$ cat src/rtl/rvc_pkg.sv
package rvc_pkg;
  typedef enum logic [1:0] {
    ACC_READ  = 2'd0,
    ACC_WRITE = 2'd1,
    ACC_EXEC  = 2'd2
  } acc_kind_e;

  // XOR-reduce of the state bits picked by a tap mask
  function automatic logic tap_parity(input logic [15:0] st, input logic [15:0] taps);
    return ^(st & taps);
  endfunction
endpackage

$ cat src/rtl/rvc_lfsr.sv
module rvc_lfsr #(
  parameter int          LFSR_W = 16,
  parameter logic [15:0] SEED   = 16'hCCCC,
  parameter logic [15:0] TAPS   = 16'h8805
) (
  input  logic              clk,
  input  logic              rst_n,
  input  logic              step_i,
  output logic [LFSR_W-1:0] state_o
);
  logic [LFSR_W-1:0] st_q, st_d;

  always_comb begin
    st_d = st_q;
    if (step_i) st_d = {rvc_pkg::tap_parity(st_q, TAPS), st_q[LFSR_W-1:1]};
  end

  always_ff @(posedge clk or negedge rst_n) begin
    if (!rst_n) st_q <= SEED;
    else        st_q <= st_d;
  end

  assign state_o = st_q;


  shift_right_chk: assert property (@(posedge clk) disable iff (!rst_n)
    step_i |=> st_q[LFSR_W-2:0] == $past(st_q[LFSR_W-1:1]));

  hold_no_step_chk: assert property (@(posedge clk) disable iff (!rst_n)
    !step_i |=> $stable(st_q));
endmodule

$ cat src/rtl/rvc_sel_reg.sv
module rvc_sel_reg #(
  parameter int IDX_W = 4,
  parameter int WAY_W = 2,
  localparam int SEL_W = IDX_W + WAY_W
) (
  input  logic             clk,
  input  logic             rst_n,
  input  logic             cap_i,
  input  logic [IDX_W-1:0] idx_i,
  input  logic [WAY_W-1:0] way_i,
  input  logic             wr_i,
  input  logic [SEL_W-1:0] wdata_i,
  output logic [SEL_W-1:0] sel_o
);
  logic [SEL_W-1:0] sel_q, sel_d;
  logic             sel_en;

  always_comb begin
    sel_en = cap_i | wr_i;
    if (cap_i) sel_d = {way_i, idx_i};
    else       sel_d = wdata_i;
  end

  always_ff @(posedge clk or negedge rst_n) begin
    if (!rst_n)      sel_q <= '0;
    else if (sel_en) sel_q <= sel_d;
  end

  assign sel_o = sel_q;


  sel_capture_chk: assert property (@(posedge clk) disable iff (!rst_n)
    cap_i |=> sel_q == {$past(way_i), $past(idx_i)});

  sel_write_chk: assert property (@(posedge clk) disable iff (!rst_n)
    (wr_i && !cap_i) |=> sel_q == $past(wdata_i));

  sel_hold_chk: assert property (@(posedge clk) disable iff (!rst_n)
    (!wr_i && !cap_i) |=> $stable(sel_q));
endmodule

$ cat src/rtl/rvc_cause_reg.sv
module rvc_cause_reg #(
  parameter int PID_W  = 8,
  parameter int KIND_W = 2,
  parameter int VPN_W  = 19,
  parameter int VPN_LSB = 13,
  localparam int KIND_LSB = PID_W,
  localparam int CAUSE_W  = VPN_LSB + VPN_W
) (
  input  logic               clk,
  input  logic               rst_n,
  input  logic               cap_i,
  input  logic [PID_W-1:0]   pid_i,
  input  logic [KIND_W-1:0]  kind_i,
  input  logic [VPN_W-1:0]   vpn_i,
  output logic [CAUSE_W-1:0] cause_o
);
  logic [CAUSE_W-1:0] cause_q, cause_d;

  always_comb begin
    cause_d = cause_q;
    cause_d[PID_W-1:0]                 = pid_i;
    cause_d[KIND_LSB +: KIND_W]        = kind_i;
    cause_d[CAUSE_W-1:VPN_LSB]         = vpn_i;
  end

  always_ff @(posedge clk or negedge rst_n) begin
    if (!rst_n)     cause_q <= '0;
    else if (cap_i) cause_q <= cause_d;
  end

  assign cause_o = cause_q;


  cause_fields_chk: assert property (@(posedge clk) disable iff (!rst_n)
    cap_i |=> (cause_q[CAUSE_W-1:VPN_LSB] == $past(vpn_i)) &&
              (cause_q[PID_W-1:0] == $past(pid_i)));

  cause_gap_chk: assert property (@(posedge clk) disable iff (!rst_n)
    1'b1 |=> $stable(cause_q[VPN_LSB-1:KIND_LSB+KIND_W]));

  cause_hold_chk: assert property (@(posedge clk) disable iff (!rst_n)
    !cap_i |=> $stable(cause_q));
endmodule

$ cat src/rtl/refill_victim_capture.sv
module refill_victim_capture #(
  parameter int          LFSR_W  = 16,
  parameter logic [15:0] SEED    = 16'hCCCC,
  parameter logic [15:0] TAPS    = 16'h8805,
  parameter int          IDX_W   = 4,
  parameter int          WAY_W   = 2,
  parameter int          PID_W   = 8,
  parameter int          KIND_W  = 2,
  parameter int          VPN_W   = 19,
  parameter int          VPN_LSB = 13,
  localparam int         SEL_W   = IDX_W + WAY_W,
  localparam int         CAUSE_W = VPN_LSB + VPN_W
) (
  input  logic               clk,
  input  logic               rst_n,
  input  logic               fault_i,
  input  logic               probe_i,
  input  logic [VPN_W-1:0]   vpn_i,
  input  logic [PID_W-1:0]   pid_i,
  input  logic [KIND_W-1:0]  kind_i,
  input  logic               sel_wr_i,
  input  logic [SEL_W-1:0]   sel_wdata_i,
  output logic [WAY_W-1:0]   way_o,
  output logic [SEL_W-1:0]   sel_o,
  output logic [CAUSE_W-1:0] cause_o
);
  logic              cap;
  logic [LFSR_W-1:0] rnd;

  assign cap   = fault_i & ~probe_i;
  assign way_o = rnd[WAY_W-1:0];

  rvc_lfsr #(.LFSR_W(LFSR_W), .SEED(SEED), .TAPS(TAPS)) u_lfsr (
    .clk(clk), .rst_n(rst_n), .step_i(cap), .state_o(rnd)
  );

  rvc_sel_reg #(.IDX_W(IDX_W), .WAY_W(WAY_W)) u_sel (
    .clk(clk), .rst_n(rst_n), .cap_i(cap), .idx_i(vpn_i[IDX_W-1:0]),
    .way_i(rnd[WAY_W-1:0]), .wr_i(sel_wr_i), .wdata_i(sel_wdata_i), .sel_o(sel_o)
  );

  rvc_cause_reg #(.PID_W(PID_W), .KIND_W(KIND_W), .VPN_W(VPN_W), .VPN_LSB(VPN_LSB)) u_cause (
    .clk(clk), .rst_n(rst_n), .cap_i(cap), .pid_i(pid_i), .kind_i(kind_i),
    .vpn_i(vpn_i), .cause_o(cause_o)
  );


  way_recorded_chk: assert property (@(posedge clk) disable iff (!rst_n)
    cap |=> sel_o[SEL_W-1:IDX_W] == $past(way_o));

  probe_no_capture_chk: assert property (@(posedge clk) disable iff (!rst_n)
    (fault_i && probe_i) |=> $stable(cause_o) && $stable(way_o));
endmodule

$ cat config.mk
export PLATFORM = sky130hd
export DESIGN_NAME = refill_victim_capture
export DESIGN_NICKNAME = d
export VERILOG_FILES = /design/src/rtl/rvc_pkg.sv /design/src/rtl/rvc_lfsr.sv /design/src/rtl/rvc_sel_reg.sv /design/src/rtl/rvc_cause_reg.sv /design/src/rtl/refill_victim_capture.sv
export SDC_FILE = /design/constraint.sdc
export NUM_CORES = 1
export LEC_CHECK = 0
export BUFFER_PORTS_ARGS = -buffer_cell sky130_fd_sc_hd__buf_2
export CORE_MARGIN = 3
export CORE_UTILIZATION = 25
export CTS_CLUSTER_DIAMETER = 100
export CTS_CLUSTER_SIZE = 8
export DETAILED_ROUTE_END_ITERATION = 8
export HOLD_SLACK_MARGIN = 0.08
export REMOVE_ABC_BUFFERS = 1
export SYNTH_ARGS = -nofsm -noshare
export SYNTH_HDL_FRONTEND = slang
export SYNTH_SLANG_ARGS = --single-unit
$ cat constraint.sdc
create_clock -name clk -period 3.35 [get_ports clk]
set_input_delay 0.8375 -clock clk [delete_from_list [all_inputs] [get_ports clk]]
set_output_delay 0.8375 -clock clk [all_outputs]
set_load 0.05 [all_outputs]
; ---- Word level (Yosys, flattened, before mapping)
; Index checks and enable logic that the tools add are counted.
[word_totals]
register_bits = 51
latchBits = 0
ram_bits = 0
mem_bits_ro = 0
in_bits = 40
out_inout_bits = 40
word_cells = 8
memories = 0
[classes]
addsub = 0
mul = 0
div_mod_pow = 0
order_cmp = 0
n_eq_ne = 0
shifts = 0
mux = 1
n_bitwise = 3
reduce_logical = 1
[ops]
columns = cell, count
row1 = XOR reduction 16 bit, 1
row2 = 2-to-1 mux 6 bit, 1
row3 = bitwise AND 1 bit, 1
row4 = NOT 1 bit, 1
row5 = OR 1 bit, 1

; ---- Logic depth before layout (Yosys ltp)
[depth]
depth_word = 3
depth_mapped = 5
depth_no_buf = 3

; ---- Modules after synthesis
; A second synthesis with hierarchy kept.
[unflattened]
hier_cells = 131
area_unflattened_um2 = 2115.8
[modules_own_cells]
columns = module, n_inst, cells_each, area_per_inst_um2, seq_area_each_um2
row1 = rvc_cause_reg, 1, 65, 1143.6, 725.7
row2 = rvc_lfsr, 1, 39, 679.4, 410.4
row3 = rvc_sel_reg, 1, 26, 279.0, 150.1
row4 = refill_victim_capture, 1, 1, 13.8, 0.0

; ---- Least setup slack after synthesis
; No wires, ideal clock.
[synth_timing]
kind = in2reg
from = input port probe_i
to = register u_cause.cause_q[13] (netlist: u_cause.cause_o[13])
setup_time_ps = 118
arrival_time_ps = 1378
required_time_ps = 3232
path_slack_ps = 1854
path_stages = 5
n_path_buf = 2
cell_sequence = nand2b_1 -> buf_2 -> buf_2 -> nand2_1 -> nand2_1
[synth_via]
elab_chain_cells = 2
[synth_rtl]
columns = item, line_no
row1 = start: declaration, refill_victim_capture.sv:17  ; input logic probe_i,
row2 = NOT 1 bit, refill_victim_capture.sv:30  ; assign cap = fault_i & ~probe_i;
row3 = bitwise AND 1 bit, refill_victim_capture.sv:30
row4 = end signal: assignment, rvc_cause_reg.sv:28  ; else if (cap_i) cause_q <= cause_d;
row5 = end: declaration, rvc_cause_reg.sv:17  ; logic [CAUSE_W-1:0] cause_q, cause_d;
; No other way between the ends.
; A chain may end at the register's enable or synchronous reset.

; ---- Worst setup path in the final report
[layout_timing]
from = register u_lfsr.st_q[0] (netlist: u_lfsr.state_o[0])
to = output port way_o[0]
[layout_lines]
columns = item, line_no
row1 = start: declaration, rvc_lfsr.sv:11  ; logic [LFSR_W-1:0] st_q, st_d;
row2 = start signal: assignment, rvc_lfsr.sv:20  ; else st_q <= st_d;
row3 = end: declaration, refill_victim_capture.sv:23  ; output logic [WAY_W-1:0] way_o,
; No word-level cell between the ends.

==> impl_metrics.json <==
{
  "synthesis.area_um2": 2030,
  "numClockSinks": 51,
  "via_per_inst": 4.07,
  "dieArea_um2": 9220,
  "die_w_um": 96.0,
  "grt_setup_unrepaired": "false",
  "endpoint_kind": "output pin",
  "critPathTopFamily": "flip-flops",
  "core_area_um2": 7810,
  "clk_path_buf_depth": 2,
  "drv_cap": 0,
  "holdBufCountCts": 0,
  "cp.required_ns": 2.51,
  "synth-warning-count": 0,
  "outcome": "complete, no violations",
  "ys_types": 14,
  "hpwl_um": 2910,
  "clk_latency_ns": 0.30,
  "cts.htree.levels": 2,
  "clk_pin_slew_ns": 0.09,
  "startpoint": "u_lfsr.state_o[0]",
  "ys_ff_latch": 51,
  "ios": 80,
  "setup_viol": 0,
  "fin_cells": 392,
  "final_hold_viol_count": 0,
  "p_total_mw": 1.59,
  "grt_pass1_wl_um": 7100,
  "cts.repair.resized": 0,
  "ctsRootBufferMaster": "clkbuf_8",
  "fin_nets": 329,
  "leakagePower_nw": 1.45,
  "max_stage_delay_ns": 0.41,
  "antenna_cells": 0,
  "slowest_stage": "dfrtp_1",
  "postRouteWirelength_um": 4170,
  "gr-total-overflow": 0,
  "relSlewSlack_pct": 28.6,
  "drv_slew": 0,
  "syn_inst": 219,
  "num_rows": 32,
  "dp.cells": 384,
  "cts_made_buffers": 5,
  "criticalPathCategory": "register to output pin",
  "drt_first_pass_iters": 4,
  "area_growth_pct": 26.5,
  "port-buffer-count": 76,
  "path_buf_inv": 1,
  "min_path_type": "register to register",
  "peakVddDrop_uv": 235,
  "grt_pass1_vias": 1575,
  "critPathArrivalTime_ns": 0.99,
  "p_per_area_nw_per_um2": 620,
  "cts_setup_buffers": 0,
  "cp_cell_sequence": "buf_2",
  "start_util_pct": 26.0,
  "grt_max_degree": 51,
  "grt_usage_pct": 9.95,
  "fin_crit_ns": 1.82,
  "gp_congestion": 0.695,
  "crit_path_start_kind": "register",
  "rr_endpoint": "u_lfsr.state_o[15]",
  "ff2ff_path_depth": 3,
  "route.detailed.wl_per_inst_um": 10.6,
  "drc_errors": 0,
  "reg2reg_from": "u_lfsr.state_o[2]",
  "tightest_slew_ns": 1.07,
  "worst_slack_ns": 1.53,
  "hold_ws_ns": 0.459,
  "drt-initial-drc-count": 81,
  "crit_path_end": "way_o[0]",
  "cp_max_fo": 4,
  "yosysSeqAreaShare_pct": 63.5,
  "die_h_um": 96.0,
  "cp.depth": 1,
  "vias": 1595,
  "setup_tns_ns": 0,
  "fin_skew_ns": 0.00321,
  "reg2reg_setup_slack_ns": 2.17,
  "cts_tree": "built",
  "drive_gt1_share_pct": 33.1,
  "antenna_found_initial": 0,
  "final.period_utilization_pct": 54.5,
  "ant_nets": 0,
  "dp_slack_ns": 1.24,
  "avgSynthCellArea_um2": 9.26,
  "clock.fmax_ghz": 0.548
}
power by group:
part / leakage, nW / switching (mW) / internal [mW] / total (mW)
Clock: 0.0484 / 0.194 / 0.169 / 0.363
Sequential: 0.623 / 0.0574 / 0.737 / 0.794
Combinational: 0.783 / 0.322 / 0.111 / 0.433
metrics by stage:
stage                     cell area (µm²)  utilization [%]
after floorplan                      1940                -
after global placement               2470             31.6
after detailed placement             2470             31.6
after CTS                            2560             32.9
after global routing                 2560             32.9
final                                2560             32.9
state kept, by name, summed over array words and instances, names as in the netlist:
name,count
u_lfsr.state_o,16
u_cause.cause_o,29
u_sel.sel_o,6
layer usage:
metal | global-route usage (%) | part of all wire, % | up-vias
met5 | 0 | 0 | -
li1 | - | - | 795
met4 | 3.91 | 1.1 | 0
met3 | 2.66 | 6.8 | 5
met2 | 17.4 | 49 | 56
met1 | 11.5 | 44 | 739
Yosys cell counts:
cell type  count  area (µm²)
nor2b_1        1        6.26
dfrtp_1       43        1080
buf_2         11        55.1
buf_4          5        37.5
clkbuf_2       1        5.00
nand2_1      133         499
conb_1         1        3.75
xor2_1         1        8.76
o21ai_1        6        30.0
dfstp_2        8         210
mux2i_1        6        60.1
nand2b_1       1        6.26
xnor3_1        1        22.5
nor2_2         1        6.26
worst min-delay path by stage:
stage                                  from  slack (ns)  cells past startpoint                end
final                     u_lfsr.state_o[3]        0.46                      2  u_lfsr.state_o[2]
after global routing      u_lfsr.state_o[7]        0.49                      2  u_lfsr.state_o[6]
after CTS                 u_lfsr.state_o[3]        0.46                      2  u_lfsr.state_o[2]
after detailed placement  u_lfsr.state_o[7]        0.45                      2  u_lfsr.state_o[6]
after global placement    u_lfsr.state_o[7]        0.44                      2  u_lfsr.state_o[6]
after floorplan           u_lfsr.state_o[7]        0.43                      2  u_lfsr.state_o[6]
cell type report:
| type | count | area [µm²] |
|---|---|---|
| fillers | 840 | 5240 |
| flip-flops and latches | 51 | 1290 |
| multi-input cells | 153 | 661 |
| repair buffers | 78 | 395 |
| well taps | 102 | 128 |
| clock buffers | 7 | 86.3 |
| clock inverters | 1 | 8.76 |
kinds of logic after synthesis:
| family | share of synthesized area (%) |
|---|---|
| DFF | 63.5 |
| buffers and inverters | 4.81 |
| AOI/OAI and AO/OA | 1.48 |
| muxes | 2.96 |
| xor gates and xnor gates | 1.54 |
| other | 0.185 |
| and+or+nand+nor | 25.6 |
cells in the final DEF, fill, tap and decap left out, drive strengths merged:
master,Yosys,routed
buf,16,78
clkinv,0,1
xnor3,1,1
nor2b,1,1
dfrtp,43,43
nor2,1,1
mux2i,6,6
o21ai,6,6
xor2,1,1
dfstp,8,8
nand2,133,133
conb,1,3
clkbuf,1,7
nand2b,1,1
Note: power is estimated with default switching activity, not from simulation.
